`config.mk`:
```
export PLATFORM = sky130hd
export DESIGN_NAME = xfer_req_queue
export DESIGN_NICKNAME = d
export VERILOG_FILES = /design/src/rtl/dmaq_pkg.sv /design/src/rtl/dmaq_fifo.sv /design/src/rtl/dmaq_done.sv /design/src/rtl/dmaq_irq.sv /design/src/rtl/xfer_req_queue.sv
export SDC_FILE = /design/constraint.sdc
export NUM_CORES = 1
export LEC_CHECK = 0
export ABC_AREA = 1
export CAP_MARGIN = 5
export CORE_ASPECT_RATIO = 1.25
export CORE_MARGIN = 2
export CORE_UTILIZATION = 50
export CTS_CLUSTER_DIAMETER = 150
export DETAILED_ROUTE_END_ITERATION = 16
export DONT_BUFFER_PORTS = 1
export GPL_ROUTABILITY_DRIVEN = 0
export PLACE_DENSITY_LB_ADDON = 0.2
export SLEW_MARGIN = 20
export SYNTH_ARGS = -nofsm -noshare
export SYNTH_HDL_FRONTEND = slang
export SYNTH_SLANG_ARGS = --single-unit
```
`constraint.sdc`:
```
create_clock -name clk -period 12.11 [get_ports clk]
set_input_delay 2.422 -clock clk [delete_from_list [all_inputs] [get_ports clk]]
set_output_delay 2.422 -clock clk [all_outputs]
set_load 0.005 [all_outputs]
```
`src/rtl/dmaq_pkg.sv`:
```
package dmaq_pkg;
  localparam int ID_W    = 5;
  localparam int NUM_IDS = 1 << ID_W;
  localparam int ADDR_W  = 32;
  localparam int LEN_W   = 24;
  localparam int FLAG_W  = 3;
  localparam int DATA_W  = 32;
  localparam int IDX_W   = 4;
  localparam int IRQ_N   = 2;

  localparam logic [IDX_W-1:0] RI_CTRL  = 4'd0;
  localparam logic [IDX_W-1:0] RI_NEXT  = 4'd1;
  localparam logic [IDX_W-1:0] RI_START = 4'd2;
  localparam logic [IDX_W-1:0] RI_FLAGS = 4'd3;
  localparam logic [IDX_W-1:0] RI_DST   = 4'd4;
  localparam logic [IDX_W-1:0] RI_SRC   = 4'd5;
  localparam logic [IDX_W-1:0] RI_XLEN  = 4'd6;
  localparam logic [IDX_W-1:0] RI_YLEN  = 4'd7;
  localparam logic [IDX_W-1:0] RI_DSTR  = 4'd8;
  localparam logic [IDX_W-1:0] RI_SSTR  = 4'd9;
  localparam logic [IDX_W-1:0] RI_DONE  = 4'd10;
  localparam logic [IDX_W-1:0] RI_MASK  = 4'd11;
  localparam logic [IDX_W-1:0] RI_PEND  = 4'd12;

  typedef struct packed {
    logic [ID_W-1:0]   id;
    logic [FLAG_W-1:0] flags;
    logic [ADDR_W-1:0] dst;
    logic [ADDR_W-1:0] src;
    logic [LEN_W-1:0]  xlen;
    logic [LEN_W-1:0]  ylen;
    logic [LEN_W-1:0]  dst_stride;
    logic [LEN_W-1:0]  src_stride;
  } xfer_req_t;
endpackage

```
`src/rtl/dmaq_fifo.sv`:
```
module dmaq_fifo #(
  parameter int  DEPTH = 4,
  parameter type T     = logic [7:0]
) (
  input  logic clk,
  input  logic rst_n,
  input  logic flush,
  input  logic push,
  input  T     din,
  input  logic pop,
  output T     dout,
  output logic empty,
  output logic full
);
  localparam int PW = (DEPTH > 1) ? $clog2(DEPTH) : 1;
  localparam int CW = $clog2(DEPTH + 1);

  T               slots [DEPTH];
  logic [PW-1:0]  wr_ptr, rd_ptr;
  logic [CW-1:0]  count;

  function automatic logic [PW-1:0] bump(input logic [PW-1:0] p);
    return (p == PW'(DEPTH - 1)) ? '0 : p + PW'(1);
  endfunction

  always_ff @(posedge clk) begin
    if (push) slots[wr_ptr] <= din;
  end

  always_ff @(posedge clk) begin
    if (!rst_n || flush) begin
      wr_ptr <= '0;
      rd_ptr <= '0;
      count  <= '0;
    end else begin
      if (push) wr_ptr <= bump(wr_ptr);
      if (pop)  rd_ptr <= bump(rd_ptr);
      count <= count + CW'(push) - CW'(pop);
    end
  end

  assign dout  = slots[rd_ptr];
  assign empty = (count == '0);
  assign full  = (count == CW'(DEPTH));

  // the queue never takes an entry beyond its depth
  a_r3_no_overflow: assert property (@(posedge clk) disable iff (!rst_n)
    push |-> !full);
  a_r3_no_underflow: assert property (@(posedge clk) disable iff (!rst_n)
    pop |-> !empty);
  a_r3_count_bound: assert property (@(posedge clk) disable iff (!rst_n)
    count <= CW'(DEPTH));
endmodule

```
`src/rtl/dmaq_done.sv`:
```
module dmaq_done #(
  parameter int IDW = 5
) (
  input  logic              clk,
  input  logic              rst_n,
  input  logic              cpl_valid,
  input  logic [IDW-1:0]    cpl_id,
  input  logic              rd_clr,
  output logic [(1<<IDW)-1:0] bits
);
  localparam int N = 1 << IDW;

  logic [N-1:0] set_vec;

  for (genvar g = 0; g < N; g++) begin : g_dec
    assign set_vec[g] = cpl_valid && (cpl_id == IDW'(g));
  end

  always_ff @(posedge clk) begin
    if (!rst_n)      bits <= '0;
    else if (rd_clr) bits <= set_vec;
    else             bits <= bits | set_vec;
  end

  // a completion always shows in the bitmap next cycle
  a_r7_cpl_sets: assert property (@(posedge clk) disable iff (!rst_n)
    cpl_valid |=> bits[$past(cpl_id)]);
  // a read with no completion leaves the bitmap empty
  a_r7_read_clears: assert property (@(posedge clk) disable iff (!rst_n)
    rd_clr && !cpl_valid |=> bits == '0);
endmodule

```
`src/rtl/dmaq_irq.sv`:
```
module dmaq_irq #(
  parameter int N = 2
) (
  input  logic         clk,
  input  logic         rst_n,
  input  logic [N-1:0] set,
  input  logic         clr_wr,
  input  logic [N-1:0] clr_bits,
  input  logic         mask_wr,
  input  logic [N-1:0] mask_bits,
  output logic [N-1:0] pend,
  output logic [N-1:0] mask,
  output logic         irq
);
  for (genvar i = 0; i < N; i++) begin : g_cause
    always_ff @(posedge clk) begin
      if (!rst_n) begin
        pend[i] <= 1'b0;
        mask[i] <= 1'b1;
      end else begin
        pend[i] <= set[i] | (pend[i] & ~(clr_wr & clr_bits[i]));
        if (mask_wr) mask[i] <= mask_bits[i];
      end
    end

    // an event is never lost, even against a clear
    a_r8_set_wins: assert property (@(posedge clk) disable iff (!rst_n)
      set[i] |=> pend[i]);
    // write-one-to-clear without a new event empties the bit
    a_r8_w1c: assert property (@(posedge clk) disable iff (!rst_n)
      clr_wr && clr_bits[i] && !set[i] |=> !pend[i]);
  end

  assign irq = |(pend & ~mask);
endmodule

```
`src/rtl/xfer_req_queue.sv`:
```
module xfer_req_queue
  import dmaq_pkg::*;
#(
  parameter int QDEPTH = 4
) (
  input  logic              clk,
  input  logic              rst_n,
  input  logic              reg_wr,
  input  logic              reg_rd,
  input  logic [IDX_W-1:0]  reg_idx,
  input  logic [DATA_W-1:0] reg_wdata,
  output logic [DATA_W-1:0] reg_rdata,
  output logic              req_valid,
  input  logic              req_ready,
  output logic [ID_W-1:0]   req_id,
  output logic [FLAG_W-1:0] req_flags,
  output logic [ADDR_W-1:0] req_dst,
  output logic [ADDR_W-1:0] req_src,
  output logic [LEN_W-1:0]  req_xlen,
  output logic [LEN_W-1:0]  req_ylen,
  output logic [LEN_W-1:0]  req_dst_stride,
  output logic [LEN_W-1:0]  req_src_stride,
  input  logic              cpl_valid,
  input  logic [ID_W-1:0]   cpl_id,
  output logic              irq
);
  logic            run_en, run_pause;
  logic [ID_W-1:0] next_id;
  xfer_req_t       stg, push_data, head;
  logic            q_empty, q_full, held;
  logic            flush, start_wr, submit, pop;
  logic [NUM_IDS-1:0] done_bits;
  logic [IRQ_N-1:0]   pend, mask;
  logic [DATA_W-1:0]  rd_mux;

  function automatic logic hit(input logic [IDX_W-1:0] i);
    return reg_wr && (reg_idx == i);
  endfunction

  assign flush    = hit(RI_CTRL) && !reg_wdata[0];
  assign start_wr = hit(RI_START) && reg_wdata[0];
  assign submit   = start_wr && run_en && !q_full;
  assign pop      = req_valid && req_ready;

  always_ff @(posedge clk) begin
    if (!rst_n) begin
      run_en    <= 1'b0;
      run_pause <= 1'b0;
      next_id   <= '0;
      held      <= 1'b0;
    end else begin
      if (hit(RI_CTRL)) begin
        run_en    <= reg_wdata[0];
        run_pause <= reg_wdata[1];
      end
      if (submit) next_id <= next_id + ID_W'(1);
      held <= !flush && req_valid && !req_ready;
    end
  end

  always_ff @(posedge clk) begin
    if (!rst_n) begin
      stg <= '0;
    end else if (reg_wr && !q_full) begin
      case (reg_idx)
        RI_FLAGS: stg.flags      <= reg_wdata[FLAG_W-1:0];
        RI_DST:   stg.dst        <= reg_wdata[ADDR_W-1:0];
        RI_SRC:   stg.src        <= reg_wdata[ADDR_W-1:0];
        RI_XLEN:  stg.xlen       <= reg_wdata[LEN_W-1:0];
        RI_YLEN:  stg.ylen       <= reg_wdata[LEN_W-1:0];
        RI_DSTR:  stg.dst_stride <= reg_wdata[LEN_W-1:0];
        RI_SSTR:  stg.src_stride <= reg_wdata[LEN_W-1:0];
        default:  ;
      endcase
    end
  end

  always_comb begin
    push_data    = stg;
    push_data.id = next_id;
  end

  dmaq_fifo #(.DEPTH(QDEPTH), .T(xfer_req_t)) u_queue (
    .clk   (clk),
    .rst_n (rst_n),
    .flush (flush),
    .push  (submit),
    .din   (push_data),
    .pop   (pop),
    .dout  (head),
    .empty (q_empty),
    .full  (q_full)
  );

  assign req_valid      = !q_empty && ((run_en && !run_pause) || held);
  assign req_id         = head.id;
  assign req_flags      = head.flags;
  assign req_dst        = head.dst;
  assign req_src        = head.src;
  assign req_xlen       = head.xlen;
  assign req_ylen       = head.ylen;
  assign req_dst_stride = head.dst_stride;
  assign req_src_stride = head.src_stride;

  dmaq_done #(.IDW(ID_W)) u_done (
    .clk       (clk),
    .rst_n     (rst_n),
    .cpl_valid (cpl_valid),
    .cpl_id    (cpl_id),
    .rd_clr    (reg_rd && (reg_idx == RI_DONE)),
    .bits      (done_bits)
  );

  dmaq_irq #(.N(IRQ_N)) u_irq (
    .clk       (clk),
    .rst_n     (rst_n),
    .set       ({cpl_valid, pop}),
    .clr_wr    (hit(RI_PEND)),
    .clr_bits  (reg_wdata[IRQ_N-1:0]),
    .mask_wr   (hit(RI_MASK)),
    .mask_bits (reg_wdata[IRQ_N-1:0]),
    .pend      (pend),
    .mask      (mask),
    .irq       (irq)
  );

  always_comb begin
    case (reg_idx)
      RI_CTRL:  rd_mux = DATA_W'({run_pause, run_en});
      RI_NEXT:  rd_mux = DATA_W'(next_id);
      RI_START: rd_mux = DATA_W'(q_full);
      RI_FLAGS: rd_mux = DATA_W'(stg.flags);
      RI_DST:   rd_mux = DATA_W'(stg.dst);
      RI_SRC:   rd_mux = DATA_W'(stg.src);
      RI_XLEN:  rd_mux = DATA_W'(stg.xlen);
      RI_YLEN:  rd_mux = DATA_W'(stg.ylen);
      RI_DSTR:  rd_mux = DATA_W'(stg.dst_stride);
      RI_SSTR:  rd_mux = DATA_W'(stg.src_stride);
      RI_DONE:  rd_mux = DATA_W'(done_bits);
      RI_MASK:  rd_mux = DATA_W'(mask);
      RI_PEND:  rd_mux = DATA_W'(pend);
      default:  rd_mux = '0;
    endcase
  end

  always_ff @(posedge clk) begin
    if (!rst_n)      reg_rdata <= '0;
    else if (reg_rd) reg_rdata <= rd_mux;
  end

  // a stalled offer keeps valid and payload until accepted
  a_r5_hold_offer: assert property (@(posedge clk) disable iff (!rst_n)
    req_valid && !req_ready && !flush |=> req_valid && $stable(head));
  // every accepted submit advances the number by one
  a_r2_id_advance: assert property (@(posedge clk) disable iff (!rst_n)
    submit |=> next_id == $past(next_id) + ID_W'(1));
  // a start write against a full queue changes nothing
  a_r3_full_ignored: assert property (@(posedge clk) disable iff (!rst_n)
    start_wr && q_full |=> $stable(next_id));
  // a flush leaves nothing on the request port
  a_r6_flush_drops: assert property (@(posedge clk) disable iff (!rst_n)
    flush |=> !req_valid);
endmodule

```
==> metrics.md, run 1 <==
| Metric | Value |
|---|---|
| Initial antenna violation count | `2` |
| Number of hold-repair buffers added at the cts stage | `0` |
| Top area cells in the synthesized netlist | `sky130_fd_sc_hd__edfxtp_1, sky130_fd_sc_hd__dfxtp_1, sky130_fd_sc_hd__o21ai_0` |
| CTS tree | `yes` |
| Wire length of the first global-routing pass | `150000 um` |
| Worst relative slew slack | `20.3%` |
| Total negative slack | `0 ns` |
| First-pass detailed-route iteration total | `6` |
| Number of maximum-capacitance violations | `0` |
| Clock slew seen by the registers of the worst setup and hold paths | `0.06 ns` |
| Fillers | `5719` |
| Avg WL per Cell | `25.4 um` |
| Via-per-instance ratio | `5.90` |
| Cell Pwr Density | `163 nW/um^2` |
| Sequential share of the synthesized area | `72.0%` |
| Estimated wirelength of the detail-placed design | `64700 um` |
| Slew Viols, Final | `0` |
| Net count of the finished layout | `3088` |
| Initial Utilization | `50.3%` |
| Hold Path Stages | `2` |
| Via count of the first global-routing pass | `22.5k` |
| Layout cells sized above 1 | `6.12%` |
| Worst min-delay path class | `flip-flop to flip-flop` |
| Die height | `299 um` |
| Final Routed Wirelength | `103000 um` |
| Area added between synthesis and finish | `10.7%` |
| Register-to-register path setup slack | `7.60 ns` |
| Horiz. Die Dim | `240 um` |
| Synthesis warning total | `0` |
| Capturing element type of the critical path | `output port` |
| Post-synth net total | `3160` |
| Cells after Synth | `3104` |
| Cell row count | `108` |
| Clock latency at the later pin of the worst-skew pair | `0.64 ns` |
| Gr ovfl total | `0` |
| Critical path start-end classification | `flip-flop to output port` |
| DR iter-0 viols | `2576` |
| Total vias in the final route | `23.8k` |
| Worst slew pin tran | `1.20 ns` |
| CTS Sinks | `920` |
| Flop and latch count out of synthesis | `920` |
| Number of buffers inserted by post-CTS setup repair | `0` |
| Core footprint | `69300 sq um` |
| Largest net degree at the start of global routing | `185` |
| Total track usage | `28.4%` |
| Number of port buffers | `0` |
| Count of cells resized by post-cts repair | `0` |
| R2R cell count | `8` |
| Combined area of all synthesized cells | `34900 sq um` |
| Clock Skews | `0.0305 ns` |
| Final setup viols | `0` |
| Critical Path Fanout Max | `183` |
| Residual antenna-violating net count after detailed routing | `0` |
| Run status | `complete, no violations` |
| Netlist cell types | `31` |
| H-tree lvl count | `3` |
| Mapped Avg Cell Area | `11.2 sq um` |
| Buffer type at the clock tree root | `sky130_fd_sc_hd__clkbuf_16` |
| Maximum number of buffers from clock root to sink | `3` |
| Share of the clock period used by the worst path after layout | `54.5%` |
| Clock period minus final worst setup slack | `6.60 ns` |
| RSZ-0062 raised after global routing | `false` |
| Number of buffers created by CTS | `89` |
| Fmax | `152 MHz` |
| Overall power of the completed layout | `6.29 mW` |
| Required time worst endpoint | `9.69 ns` |
| Library cell occupying the most area in the post-synthesis netlist | `sky130_fd_sc_hd__edfxtp_1` |
| Number of ports placed on the die boundary | `249` |
| Post-synth top area share | `57.8%` |
| Drt drc | `0` |
| Crit path DAT | `4.18 ns` |
| Type of origin of the critical path | `flip-flop` |
| Reported leakage power | `13.5 nW` |
| Area enclosed by the die boundary | `71900 sq um` |
| Final number of hold-violating endpoints | `0` |
| Worst vdd ir | `128 uV` |
## state kept, by name (all words and copies together) (netlist names), 2 cells and up, named ones only
name and flops:
next_id 5, u_irq.mask 2, reg_rdata 32, u_queue.wr_ptr 2, u_queue.slots 672, u_done.bits 32, u_irq.pend 2, push_data 163
u_queue.count 3, u_queue.rd_ptr 2
## area by class of cell
cell class | instances | area [sq um] | area share (%)
repair buffers | 30 | 310 | 0.803
multi-input cells | 1927 | 8740 | 22.6
flip-flops and latches | 920 | 25200 | 65.1
well taps | 935 | 1170 | 3.03
clock buffers | 117 | 2510 | 6.50
clock inverters | 48 | 482 | 1.25
diodes | 2 | 5.00 | 0.0130
inverters | 64 | 250 | 0.648
## worst max-delay path, cell delays in order (launching register included)
cell                      delay (ns)
sky130_fd_sc_hd__dfxtp_4        0.50
sky130_fd_sc_hd__inv_8          0.65
sky130_fd_sc_hd__buf_4          0.80
sky130_fd_sc_hd__buf_4          0.72
sky130_fd_sc_hd__o21ai_0        0.16
sky130_fd_sc_hd__o22ai_1        0.38
## cells by family after synthesis
| family | Yosys count | synth area share [%] |
|---|---|---|
| AND/OR/NAND/NOR | 1113 | 12.4 |
| flip-flops | 920 | 72.0 |
| AO/OA/AOI/OAI | 803 | 12.2 |
| buffers and inverters | 257 | 2.99 |
| adder cells (fa/ha/maj) | 9 | 0.344 |
| XOR/XNOR | 2 | 0.0502 |
## routing by layer
metal | share of wire, % | track usage, %
met4 | 4.1 | 11.8
met1 | 38 | 36.2
met2 | 49 | 46.6
met5 | 0.026 | 0
met3 | 9.4 | 6.73
## synthesized netlist by cell type
cell type	instances
sky130_fd_sc_hd__nor2_1	674
sky130_fd_sc_hd__edfxtp_1	672
sky130_fd_sc_hd__o21ai_0	517
sky130_fd_sc_hd__nand2_1	376
sky130_fd_sc_hd__dfxtp_1	248
sky130_fd_sc_hd__o22ai_1	169
sky130_fd_sc_hd__clkbuf_1	140
sky130_fd_sc_hd__a21oi_1	98
sky130_fd_sc_hd__inv_1	52
sky130_fd_sc_hd__buf_2	48
sky130_fd_sc_hd__nand3_1	31
sky130_fd_sc_hd__nand4_1	17
sky130_fd_sc_hd__o211ai_1	10
sky130_fd_sc_hd__inv_2	9
sky130_fd_sc_hd__ha_1	8
sky130_fd_sc_hd__o21ai_1	7
sky130_fd_sc_hd__nor2_2	6
sky130_fd_sc_hd__nor3_1	4
sky130_fd_sc_hd__clkinv_1	3
sky130_fd_sc_hd__buf_1	2
sky130_fd_sc_hd__buf_6	2
sky130_fd_sc_hd__xor2_1	2
sky130_fd_sc_hd__a211oi_1	1
sky130_fd_sc_hd__buf_4	1
sky130_fd_sc_hd__fa_1	1
sky130_fd_sc_hd__nand2_2	1
sky130_fd_sc_hd__nand3b_1	1
sky130_fd_sc_hd__nor2_4	1
sky130_fd_sc_hd__nor2_8	1
sky130_fd_sc_hd__nor3b_1	1
sky130_fd_sc_hd__o21bai_1	1
## path summary, 6_finish.rpt
path                     from                     to
min reg2reg   u_done.bits[25]        u_done.bits[25]
max reg2reg  u_queue.count[1]  u_queue.slots[1][112]
max                 flip-flop              req_id[1]
min           u_done.bits[25]        u_done.bits[25]
## where the power goes
part	internal (mW)	total (mW)	switching, mW
Sequential	3.36	3.40	0.0316
Combinational	0.0186	0.0668	0.0482
Clock	1.65	2.82	1.17
Total	5.03	6.29	1.25
## stage by stage
step           worst slack [ns]  utilization, %  instance area, sq um  hold slack, ns  cells
2_1_floorplan              1.30               -                 34900           0.440   3104
3_3_place_gp               5.62            51.3                 35500           0.454   3873
3_5_place_dp               5.52            51.3                 35500           0.454   3873
4_1_cts                    5.46            55.6                 38500           0.463   4038
5_1_grt                    5.28            55.7                 38600           0.474   4041
6_report                   5.51            55.7                 38600           0.461   4043
## layout by cell type (no fill, tap or decap), drive strengths merged
master    Yosys  final
nor3b         1      1
ha            8      8
clkinv        3     33
clkinvlp      0      6
buf          53     30
xor2          2      2
nor3          4      4
a211oi        1      1
edfxtp      672    672
nor2        682    682
dfxtp       248    248
nand3        31     31
o21ai       524    524
clkbuf      140    117
o211ai       10     10
nand4        17     17
o21bai        1      1
diode         0      2
bufinv        0      9
nand3b        1      1
a21oi        98     98
inv          61     64
o22ai       169    169
fa            1      1
nand2       377    377
(Power assumes the default switching activity.)
==> inputs of run 2 (changes only) <==
- clock period: 12.11 -> 5.9 ns (I/O delays scaled with it)
==> run 2 against run 1 <==
Clock skew shrank 0.0025 ns. Largest power group unchanged. Via count about the same. Clock power increased by 100%. Non-clock buffer count did not move. Core utilization hardly changed. Die area did not move. Critical endpoint is now req_dst[7]. First-iteration DRC count rose by 13%. Sequential share of layout area about the same. Combinational power grew 100%. Critical path depth down 1. Worst setup slack worse by 3.6 ns.
==> metrics.md, run 2 (synthesized netlist as in run 1, its figures left out) <==
| Metric | Value |
|---|---|
| Run status | `complete, no violations (unchanged)` |
| Hold path startpoint | `u_done.bits[13] (was u_done.bits[25])` |
| Cell row count | `108 (unchanged)` |
| Clock slew seen by the registers of the worst setup and hold paths | `0.06 ns (about the same)` |
| Largest stage delay on the critical path | `0.57 ns (was 0.80 ns)` |
| Via-per-instance ratio | `5.89 (was 5.90)` |
| Clock period minus final worst setup slack | `3.95 ns` |
| Worst relative slew slack | `25.4% (was 20.3%)` |
| Fmax | `253 MHz` |
| RSZ-0062 raised after global routing | `false (unchanged)` |
| Layout cells sized above 1 | `6.15% (was 6.12%)` |
| Estimated wirelength of the detail-placed design | `64800 um (was 64700 um)` |
| Cell Pwr Density | `330 nW/um^2 (was 163 nW/um^2)` |
| Slew Viols, Final | `0 (unchanged)` |
| Gr ovfl total | `0 (unchanged)` |
| Initial antenna violation count | `6 (was 2)` |
| Register-to-register path setup slack | `2.95 ns (was 7.60 ns)` |
| Worst reg2reg path startpoint | `u_queue.count[1] (unchanged)` |
| Final number of hold-violating endpoints | `0 (unchanged)` |
| Required time worst endpoint | `4.72 ns (was 9.69 ns)` |
| Most common cell after layout, fill and taps aside | `sky130_fd_sc_hd__edfxtp_1 (unchanged)` |
| Max reg flops | `672 (unchanged)` |
| Number of buffers created by CTS | `88 (was 89)` |
| Total vias in the final route | `23.9k (was 23.8k)` |
| Final Routed Wirelength | `101000 um (was 103000 um)` |
| Net count of the finished layout | `3087 (was 3088)` |
| Type of origin of the critical path | `flip-flop (unchanged)` |
| Critical path start-end classification | `flip-flop to output port (unchanged)` |
| Share of the clock period used by the worst path after layout | `66.9%` |
| Worst hold margin | `0.462 ns (was 0.461 ns)` |
| Area added between synthesis and finish | `10.6% (was 10.7%)` |
| Power Internal | `10.2 mW (was 5.03 mW)` |
| CTS Sinks | `920 (unchanged)` |
| Clock Skews | `0.0279 ns (was 0.0305 ns)` |
| FF-to-FF End | `u_queue.slots[0][158] (was u_queue.slots[1][112])` |
| Clock network fraction of total power | `44.3% (was 44.9%)` |
| Number of ports placed on the die boundary | `249 (unchanged)` |
| Worst min-delay path class | `flip-flop to flip-flop (unchanged)` |
| CTS tree | `yes (unchanged)` |
| Filler-free cell count of the finished design | `4047 (was 4043)` |
| Drt drc | `0 (unchanged)` |
| Via count of the first global-routing pass | `22.1k (was 22.5k)` |
| Number of port buffers | `0 (unchanged)` |
| Wire length of the first global-routing pass | `146000 um (was 150000 um)` |
| Total track usage | `27.8% (was 28.4%)` |
| Fillers | `5688 (was 5719)` |
| Reported leakage power | `13.5 nW (about the same)` |
| Most used cells in the layout excluding fill and tap cells | `sky130_fd_sc_hd__edfxtp_1, sky130_fd_sc_hd__nor2_1, sky130_fd_sc_hd__o21ai_0 (unchanged)` |
| Crit-path slowest cell | `sky130_fd_sc_hd__inv_8 (was sky130_fd_sc_hd__buf_4)` |
| Overall power of the completed layout | `12.7 mW (was 6.29 mW)` |
| Final setup viols | `0 (unchanged)` |
| Crit path DAT | `2.77 ns (was 4.18 ns)` |
| Number of hold-repair buffers added at the cts stage | `0 (unchanged)` |
| Share of total power in combinational logic | `1.0% (was 1.1%)` |
| Capturing element type of the critical path | `output port (unchanged)` |
| Residual antenna-violating net count after detailed routing | `0 (unchanged)` |
| Total placed cells including tap cells | `3875 (was 3873)` |
| Chain of cells forming the critical path | `inv_8 -> buf_12 -> o21ai_0 -> o22ai_1 (was inv_8 -> buf_4 -> buf_4 -> o21ai_0 -> o22ai_1)` |
| Largest net degree at the start of global routing | `196 (was 185)` |
| Maximum number of buffers from clock root to sink | `3 (unchanged)` |
| Number of buffers inserted by post-CTS setup repair | `0 (unchanged)` |
| Final core utilization | `55.7% (about the same)` |
| Destination of the worst hold path | `u_done.bits[13] (was u_done.bits[25])` |
| Worst slew pin tran | `1.11 ns (was 1.20 ns)` |
| Buffer type at the clock tree root | `sky130_fd_sc_hd__clkbuf_16 (unchanged)` |
| Cell family contributing the most delay on the critical path | `buffers and inverters (unchanged)` |
| Core footprint | `69300 sq um (unchanged)` |
| Area enclosed by the die boundary | `71900 sq um (unchanged)` |
| DR iter-0 viols | `2923 (was 2576)` |
| Worst vdd ir | `234 uV (was 128 uV)` |
| First-pass detailed-route iteration total | `5 (was 6)` |
| Horiz. Die Dim | `240 um (unchanged)` |
| Sequential fraction of design power | `54.7% (was 54.0%)` |
| CP Buf/Inv Count | `2 (was 3)` |
| R2R cell count | `8 (unchanged)` |
| Hold Path Stages | `2 (unchanged)` |
| Power spent charging and discharging nets | `2.53 mW (was 1.25 mW)` |
| Largest reg by FF count | `u_queue.slots (unchanged)` |
| Critical Path Fanout Max | `159 (was 183)` |
| Switching share of total power | `19.9% (about the same)` |
| Count of cells resized by post-cts repair | `0 (unchanged)` |
| Die height | `299 um (unchanged)` |
| Clock latency at the later pin of the worst-skew pair | `0.65 ns (was 0.64 ns)` |
| H-tree lvl count | `3 (unchanged)` |
| Number of maximum-capacitance violations | `0 (unchanged)` |
| Initial Utilization | `50.3% (unchanged)` |
| Avg WL per Cell | `25.1 um (was 25.4 um)` |
==> run 2: stage by stage <==
stage / setup WS [ns] / area, sq um / setup TNS [ns]
6_report: 1.95 / 38600 / 0
2_1_floorplan: -0.829 / 34900 / -557.17
5_1_grt: 1.75 / 38600 / 0
3_5_place_dp: 2.42 / 35600 / 0
3_3_place_gp: 2.48 / 35600 / 0
4_1_cts: 1.91 / 38600 / 0
==> run 2: worst register-to-register path, stage by stage, from the launching register on <==
cell and delay [ns]:
sky130_fd_sc_hd__dfxtp_1 0.38, sky130_fd_sc_hd__inv_1 0.07, sky130_fd_sc_hd__nand2_1 0.08, sky130_fd_sc_hd__nor2_1 0.09
sky130_fd_sc_hd__nor2_2 0.32, sky130_fd_sc_hd__nand4_1 0.13, sky130_fd_sc_hd__buf_4 0.24, sky130_fd_sc_hd__nor2_4 0.55
sky130_fd_sc_hd__buf_12 0.45
==> run 2: power by group through the flow <==
stage	clock network (mW)	logic (mW)	registers [mW]
floorplan	0	0.117	7.07
global route	5.98	0.150	6.97
global placement	0	0.127	7.10
detailed placement	0	0.130	7.11
CTS	5.72	0.131	6.97
finish	5.65	0.134	6.97
==> run 2: worst max path at each step <==
stage	slack, ns	to	cells past startpoint	startpoint
2_1_floorplan	-0.83	u_queue.slots[0][0]	6	reg_idx[3]
3_3_place_gp	2.48	u_queue.slots[0][158]	6	reg_wr
5_1_grt	1.75	req_xlen[1]	4	flip-flop
6_report	1.95	req_dst[7]	4	flip-flop
3_5_place_dp	2.42	u_queue.slots[0][158]	6	reg_wr
4_1_cts	1.91	req_xlen[1]	4	flip-flop
==> run 2: final cells by class <==
class / instances / area [sq um] / share of cell area (%)
flip-flops and latches: 920 / 25200 / 65.1
multi-input cells: 1927 / 8750 / 22.7
clock buffers: 118 / 2520 / 6.53
well taps: 935 / 1170 / 3.03
clock inverters: 46 / 393 / 1.02
repair buffers: 30 / 358 / 0.927
inverters: 64 / 250 / 0.648
diodes: 7 / 17.5 / 0.0454
==> run 2: routing by layer <==
metal	share of wire, %	vias to the layer above	global-route usage (%)
met1	38	11700	34.8
met5	0.038	-	0
met4	4.2	6	11.9
li1	-	10800	-
met3	9.7	210	6.85
met2	49	1076	46.0
